### config.mk
export PLATFORM = sky130hd
export DESIGN_NAME = rtc_alarm_unit
export DESIGN_NICKNAME = d
export VERILOG_FILES = /design/src/rtl/alarm_pkg.sv /design/src/rtl/alarm_match.sv /design/src/rtl/alarm_window.sv /design/src/rtl/alarm_ctrl.sv /design/src/rtl/rtc_alarm_unit.sv
export SDC_FILE = /design/constraint.sdc
export NUM_CORES = 1
export LEC_CHECK = 0
export ABC_AREA = 1
export BUFFER_PORTS_ARGS = -buffer_cell sky130_fd_sc_hd__clkbuf_2
export CAP_MARGIN = 20
export CORE_MARGIN = 1.5
export CORE_UTILIZATION = 53
export DETAILED_ROUTE_END_ITERATION = 10
export PLACE_DENSITY_LB_ADDON = 0.3
export SYNTH_ARGS = -nofsm -noshare
export SYNTH_HDL_FRONTEND = slang
export SYNTH_SLANG_ARGS = --single-unit
export TNS_END_PERCENT = 10
### constraint.sdc
create_clock -name clk -period 3.85 [get_ports clk]
set_input_delay 1.155 -clock clk [delete_from_list [all_inputs] [get_ports clk]]
set_output_delay 1.155 -clock clk [all_outputs]
set_load 0.01 [all_outputs]
### src/rtl/alarm_pkg.sv
package alarm_pkg;
  localparam int unsigned CW_W   = 16;
  localparam int unsigned CODE_W = 4;
  localparam int unsigned CNT_W  = 8;
  localparam int unsigned PTR_W  = 2;

  localparam logic [CODE_W-1:0] CODE_HALF  = 4'd0;
  localparam logic [CODE_W-1:0] CODE_SEC   = 4'd1;
  localparam logic [CODE_W-1:0] CODE_10S   = 4'd2;
  localparam logic [CODE_W-1:0] CODE_MIN   = 4'd3;
  localparam logic [CODE_W-1:0] CODE_10M   = 4'd4;
  localparam logic [CODE_W-1:0] CODE_HOUR  = 4'd5;
  localparam logic [CODE_W-1:0] CODE_DAY   = 4'd6;
  localparam logic [CODE_W-1:0] CODE_WEEK  = 4'd7;
  localparam logic [CODE_W-1:0] CODE_MONTH = 4'd8;
  localparam logic [CODE_W-1:0] CODE_YEAR  = 4'd9;

  typedef struct packed {
    logic [7:0] month;
    logic [7:0] day;
    logic [7:0] wday;
    logic [7:0] hour;
    logic [7:0] min;
    logic [7:0] sec;
  } bcd_time_t;

  typedef struct packed {
    logic need_sec_lo;
    logic need_sec;
    logic need_min_lo;
    logic need_min;
    logic need_hour;
    logic need_wday;
    logic need_day;
    logic need_month;
    logic legal;
  } field_sel_t;
endpackage

### src/rtl/alarm_match.sv
module alarm_match
  import alarm_pkg::*;
#(
  parameter int unsigned DW = 16
) (
  input  logic                  clk,
  input  logic                  rst,
  input  logic [CODE_W-1:0]     code,
  input  bcd_time_t             now,
  input  logic [DW-1:0]         slot_ms,
  input  logic [DW-1:0]         slot_wh,
  input  logic [DW-1:0]         slot_md,
  output logic                  match
);
  localparam int unsigned HB = DW / 2;

  field_sel_t sel;

  always_comb begin
    sel = '0;
    sel.legal = 1'b1;
    case (code)
      CODE_HALF, CODE_SEC: ;
      CODE_10S:   sel.need_sec_lo = 1'b1;
      CODE_MIN:   sel.need_sec = 1'b1;
      CODE_10M:   begin sel.need_sec = 1'b1; sel.need_min_lo = 1'b1; end
      CODE_HOUR:  begin sel.need_sec = 1'b1; sel.need_min = 1'b1; end
      CODE_DAY:   begin sel.need_sec = 1'b1; sel.need_min = 1'b1; sel.need_hour = 1'b1; end
      CODE_WEEK:  begin sel.need_sec = 1'b1; sel.need_min = 1'b1; sel.need_hour = 1'b1;
                        sel.need_wday = 1'b1; end
      CODE_MONTH: begin sel.need_sec = 1'b1; sel.need_min = 1'b1; sel.need_hour = 1'b1;
                        sel.need_day = 1'b1; end
      CODE_YEAR:  begin sel.need_sec = 1'b1; sel.need_min = 1'b1; sel.need_hour = 1'b1;
                        sel.need_day = 1'b1; sel.need_month = 1'b1; end
      default:    sel.legal = 1'b0;
    endcase
  end

  logic eq_sec_lo, eq_sec, eq_min_lo, eq_min, eq_hour, eq_wday, eq_day, eq_month;

  assign eq_sec_lo = now.sec[3:0]  == slot_ms[3:0];
  assign eq_sec    = now.sec       == slot_ms[HB-1:0];
  assign eq_min_lo = now.min[3:0]  == slot_ms[HB+3:HB];
  assign eq_min    = now.min       == slot_ms[DW-1:HB];
  assign eq_hour   = now.hour      == slot_wh[HB-1:0];
  assign eq_wday   = now.wday      == slot_wh[DW-1:HB];
  assign eq_day    = now.day       == slot_md[HB-1:0];
  assign eq_month  = now.month     == slot_md[DW-1:HB];

  assign match = sel.legal
               & (~sel.need_sec_lo | eq_sec_lo)
               & (~sel.need_sec    | eq_sec)
               & (~sel.need_min_lo | eq_min_lo)
               & (~sel.need_min    | eq_min)
               & (~sel.need_hour   | eq_hour)
               & (~sel.need_wday   | eq_wday)
               & (~sel.need_day    | eq_day)
               & (~sel.need_month  | eq_month);

  AST_RESERVED_SILENT: assert property (@(posedge clk) disable iff (rst)
    (code > CODE_YEAR) |-> !match);
endmodule

### src/rtl/alarm_window.sv
module alarm_window
  import alarm_pkg::*;
#(
  parameter int unsigned DW = 16,
  parameter int unsigned PW = PTR_W
) (
  input  logic                       clk,
  input  logic                       rst,
  input  logic                       ptr_load,
  input  logic [PW-1:0]              ptr_din,
  input  logic                       acc_we,
  input  logic                       acc_re,
  input  logic [DW-1:0]              wdata,
  output logic [DW-1:0]              rdata,
  output logic [PW-1:0]              ptr,
  output logic [(2**PW)-2:0][DW-1:0] slots
);
  localparam int unsigned NUM_SLOT = (2 ** PW) - 1;

  logic [DW-1:0] mem [NUM_SLOT];
  logic [DW-1:0] rd_sel;

  for (genvar g = 0; g < NUM_SLOT; g++) begin : g_slot
    always_ff @(posedge clk) begin
      if (rst) begin
        mem[g] <= '0;
      end else if (acc_we && ptr == PW'(g)) begin
        mem[g] <= wdata;
      end
    end
    assign slots[g] = mem[g];
  end

  always_comb begin
    rd_sel = '0;
    for (int i = 0; i < NUM_SLOT; i++) begin
      if (ptr == PW'(i)) rd_sel = mem[i];
    end
  end

  always_ff @(posedge clk) begin
    if (rst) begin
      rdata <= '0;
      ptr   <= '0;
    end else begin
      if (acc_re) rdata <= rd_sel;
      if (ptr_load) begin
        ptr <= ptr_din;
      end else if ((acc_we || acc_re) && ptr != '0) begin
        ptr <= ptr - 1'b1;
      end
    end
  end

  AST_PTR_STEP: assert property (@(posedge clk) disable iff (rst)
    ((acc_we || acc_re) && !ptr_load && ptr != '0) |=> (ptr == $past(ptr) - 1'b1));
  AST_PTR_FLOOR: assert property (@(posedge clk) disable iff (rst)
    ((acc_we || acc_re) && !ptr_load && ptr == '0) |=> (ptr == '0));
endmodule

### src/rtl/alarm_ctrl.sv
module alarm_ctrl
  import alarm_pkg::*;
#(
  parameter int unsigned CW = CNT_W
) (
  input  logic              clk,
  input  logic              rst,
  input  logic              cfg_we,
  input  logic              en_din,
  input  logic              chime_din,
  input  logic [CODE_W-1:0] code_din,
  input  logic [CW-1:0]     cnt_din,
  input  logic              tick_half,
  input  logic              tick_sec,
  input  logic              match,
  output logic              en_q,
  output logic              chime_q,
  output logic [CODE_W-1:0] code_q,
  output logic [CW-1:0]     cnt_q,
  output logic              pulse_q
);
  logic strobe, fire, last_shot;

  assign strobe    = (code_q == CODE_HALF) ? tick_half : tick_sec;
  assign fire      = en_q & strobe & match;
  assign last_shot = (cnt_q == '0) & ~chime_q;

  always_ff @(posedge clk) begin
    if (rst) begin
      en_q    <= 1'b0;
      chime_q <= 1'b0;
      code_q  <= '0;
      cnt_q   <= '0;
      pulse_q <= 1'b0;
    end else begin
      pulse_q <= fire;
      if (cfg_we) begin
        en_q    <= en_din;
        chime_q <= chime_din;
        code_q  <= code_din;
        cnt_q   <= cnt_din;
      end else if (fire) begin
        if (last_shot) en_q <= 1'b0;
        else           cnt_q <= cnt_q - 1'b1;
      end
    end
  end

  AST_PULSE_NEEDS_EN: assert property (@(posedge clk) disable iff (rst)
    pulse_q |-> $past(en_q));
  AST_PULSE_AFTER_TICK: assert property (@(posedge clk) disable iff (rst)
    pulse_q |-> $past(tick_half || tick_sec));
  AST_LAST_SHOT: assert property (@(posedge clk) disable iff (rst)
    (fire && !cfg_we && cnt_q == '0 && !chime_q) |=> (!en_q && cnt_q == '0));
  AST_CHIME_WRAP: assert property (@(posedge clk) disable iff (rst)
    (fire && !cfg_we && cnt_q == '0 && chime_q) |=> (en_q && cnt_q == {CW{1'b1}}));
endmodule

### src/rtl/rtc_alarm_unit.sv
module rtc_alarm_unit
  import alarm_pkg::*;
#(
  parameter int unsigned DW = CW_W
) (
  input  logic          clk,
  input  logic          rst,
  input  logic          cfg_we,
  input  logic [DW-1:0] cfg_wdata,
  output logic [DW-1:0] cfg_rdata,
  input  logic          win_we,
  input  logic          win_re,
  input  logic [DW-1:0] win_wdata,
  output logic [DW-1:0] win_rdata,
  input  logic          tick_half,
  input  logic          tick_sec,
  input  logic [7:0]    now_sec,
  input  logic [7:0]    now_min,
  input  logic [7:0]    now_hour,
  input  logic [7:0]    now_wday,
  input  logic [7:0]    now_day,
  input  logic [7:0]    now_month,
  output logic          alarm_pulse
);
  localparam int unsigned NSLOT  = (2 ** PTR_W) - 1;
  localparam int unsigned CODE_LO = PTR_W + CNT_W;

  logic                    en_q, chime_q, match;
  logic [CODE_W-1:0]       code_q;
  logic [CNT_W-1:0]        cnt_q;
  logic [PTR_W-1:0]        ptr_q;
  logic [NSLOT-1:0][DW-1:0] slots;
  bcd_time_t               now;

  assign now = '{month: now_month, day: now_day, wday: now_wday,
                 hour: now_hour, min: now_min, sec: now_sec};

  alarm_window #(.DW(DW), .PW(PTR_W)) u_win (
    .clk      (clk),
    .rst      (rst),
    .ptr_load (cfg_we),
    .ptr_din  (cfg_wdata[CODE_LO-1:CNT_W]),
    .acc_we   (win_we),
    .acc_re   (win_re),
    .wdata    (win_wdata),
    .rdata    (win_rdata),
    .ptr      (ptr_q),
    .slots    (slots)
  );

  alarm_match #(.DW(DW)) u_match (
    .clk     (clk),
    .rst     (rst),
    .code    (code_q),
    .now     (now),
    .slot_ms (slots[0]),
    .slot_wh (slots[1]),
    .slot_md (slots[2]),
    .match   (match)
  );

  alarm_ctrl #(.CW(CNT_W)) u_ctrl (
    .clk       (clk),
    .rst       (rst),
    .cfg_we    (cfg_we),
    .en_din    (cfg_wdata[DW-1]),
    .chime_din (cfg_wdata[DW-2]),
    .code_din  (cfg_wdata[DW-3:CODE_LO]),
    .cnt_din   (cfg_wdata[CNT_W-1:0]),
    .tick_half (tick_half),
    .tick_sec  (tick_sec),
    .match     (match),
    .en_q      (en_q),
    .chime_q   (chime_q),
    .code_q    (code_q),
    .cnt_q     (cnt_q),
    .pulse_q   (alarm_pulse)
  );

  assign cfg_rdata = {en_q, chime_q, code_q, ptr_q, cnt_q};
endmodule

==> impl_metrics.toml <==
[clock_network]
clockBufferDepth = 2
post_cts_resized = 0
cts_hold_buffers = 0
cts-root-buf = "clkbuf_8"
cts_made_buffers = 9
post-cts-setup-buffers = 0
clk_pin_slew_worst_paths_ns = 0.09
worstSkewPairLatency_ns = 0.35
cts_tree = "yes"
h-tree-depth = 3
clock_sinks = 81

[floorplanning]
rows = 33
initial_core_util = 0.5495
fp.dieH_um = 95.54
die_area_um2 = 9127
die_x_um = 95.54
num_io_pins = 120
coreArea_um2 = 8258

[detailed_routing]
ant_nets = 0
drt_iter0_markers = 415
wl_per_cell_um = 13.96
totalWireLength_mm = 11.61
via_count = 4258
dr.pass1.iters = 6
viasPerCell = 5.118
drcViolationCount = 0

[power]
ir_worst_vdd_mv = 0.1948
power_leakage_nw = 2.631
p_total_w = 0.002188
power_density_nw_per_um2 = 404.8

[setup_path]
critPathArrivalTime_ns = 2.60
cp-start-kind = "flip-flop"
crit_type = "flip-flop to flip-flop"
critPathMaxFanout = 18
cp.required_ns = 3.89
end_kind = "flip-flop"

[yosys]
ys_warn_count = 0
syn_nets = 703
synth_edf_count = 48
synthFlopType = "edfxtp_1"
yosys.area.top_type = "edfxtp_1"
avgSynthCellArea_um2 = 7.427
async_flop_share = 0
synth.most_common_cell = "nand2_1"
ys_ff_latch = 81
synthTopCellsByCount = "nand2_1, nor2_1, inv_1, edfxtp_1"
synth_area_leaders = "edfxtp_1, dfxtp_1, nand2_1"
synth_top_area_share = 0.3176
syn-instance-count = 611
synth_area_um2 = 4538
synthDistinctLibCells = 32
ys_seq_area_frac = 0.4632

[flow_run]
maxCapViolations = 0

[sta]
timing.fmax_ghz = 0.3908
finalHoldViolations = 0
finalSetupViolations = 0
rsz0062_at_grt = "no"
worstMarginPinSlew_ns = 0.7146
slew_violations = 0
fin_worst_skew_ns = 0.01232
finalCritPeriodShare = 0.6646
min_period_ns = 2.559
worst_hold_slack_ns = 0.4807
fin_tns_setup_ns = 0
max_slew_margin = 0.5222

[layout]
fin_area_um2 = 5405
drive_above_1_share = 0.2077
nets = 814
final_util = 0.6545
area_delta_synth_final_pct = 19.11
diodes = 0

[status]
status = "finished clean"

[global_route]
groute.usage.overall = 0.2634
antenna_found_initial = 0
grt_pass1_vias = 3933
overflow = 0
grt_pass1_wl_mm = 18.08
grt_max_degree = 29

[placement]
routabilityCongestion = 0.8818
post_dp_cell_area_um2 = 5187
place_hpwl_mm = 8.879
io_buffers = 119

[hold_path]
hold_path.class = "flip-flop to flip-flop"
-- registers in the layout, indices dropped and copies added (netlist names) --
| register | flops |
|---|---|
| u_win.mem | 48 |
| u_win.rdata | 16 |
| u_ctrl.cnt_q | 8 |
| u_ctrl.chime_q | 1 |
| u_win.ptr | 2 |
| u_ctrl.en_q | 1 |
| u_ctrl.code_q | 4 |
| u_ctrl.pulse_q | 1 |
-- cells in the final DEF, fill, tap and decap left out, drive strengths merged --
master,n
nand2,164
clkbuf,129
nor2,99
inv,82
o21ai,49
edfxtp,48
a21oi,46
dfxtp,33
xnor2,29
nand3,17
ha,5
clkinv,4
o22ai,3
xor2,3
a211oi,3
buf,3
nand4,2
bufinv,2
o21bai,1
nor3,1
o211ai,1
o31ai,1
a21o,1
clkinvlp,1
-- where the power goes --
part	internal [W]	switching, W	total (W)	leakage [nW]
registers	0.000993	0.0000544	0.00105	0.779
logic	0.000171	0.000277	0.000448	1.74
clock network	0.000368	0.000324	0.000692	0.107
-- cells by family (layout without fill, tap and decap cells) --
| kind of cell | Yosys count | count (layout) | synth area share |
|---|---|---|---|
| simple gates | 283 | 283 | 0.2501 |
| compound gates | 105 | 105 | 0.1205 |
| buf+inv | 105 | 221 | 0.09071 |
| flops | 81 | 81 | 0.4632 |
| xor+xnor | 32 | 32 | 0.06176 |
| fa+ha+maj | 5 | 5 | 0.01379 |
-- worst paths after layout --
check,from,endpoint,slack [ns],depth (start not counted)
setup reg to reg,u_win.ptr[0]$_SDFFE_PP0P_,u_win.mem[2][15]$_SDFFCE_PN0P_,1.29,5
hold / removal,u_ctrl.en_q$_SDFFE_PP0P_,u_ctrl.en_q$_SDFFE_PP0P_,0.48,2
setup / recovery,u_win.ptr[0]$_SDFFE_PP0P_,u_win.mem[2][15]$_SDFFCE_PN0P_,1.29,5
hold reg to reg,u_ctrl.en_q$_SDFFE_PP0P_,u_ctrl.en_q$_SDFFE_PP0P_,0.48,2
-- through the flow --
step | setup slack, ns | std cells
floorplan | 0.9558 | 611
global placement | 1.068 | 816
detailed placement | 0.9703 | 816
CTS | 1.320 | 832
global route | 1.093 | 832
finish | 1.291 | 832
-- cell type report --
type,instances,area (um^2)
Fill cell,742,2853
Sequential cell,81,2102
Multi-Input combinational cell,425,2024
Timing Repair Buffer,122,618.1
Inverter,83,311.5
Tap cell,105,131.4
Clock buffer,10,127.6
Clock inverter,6,90.09
-- worst max-delay path, stage by stage, from the launching register on --
cell and delay [ns]:
dfxtp_1 0.35, inv_1 0.11, ha_1 0.62, clkinv_1 0.61, o21ai_1 0.28, buf_4 0.26
-- per-layer routing --
layer | vias to the layer above | track usage | routed length [um]
met3 | 23 | 0.04545 | 765
met1 | 1903 | 0.3347 | 5021
li1 | 2155 | - | -
met5 | - | 0 | 0
met4 | 0 | 0.08211 | 274
met2 | 177 | 0.4542 | 5551
Power figures use the tool's default switching activity.
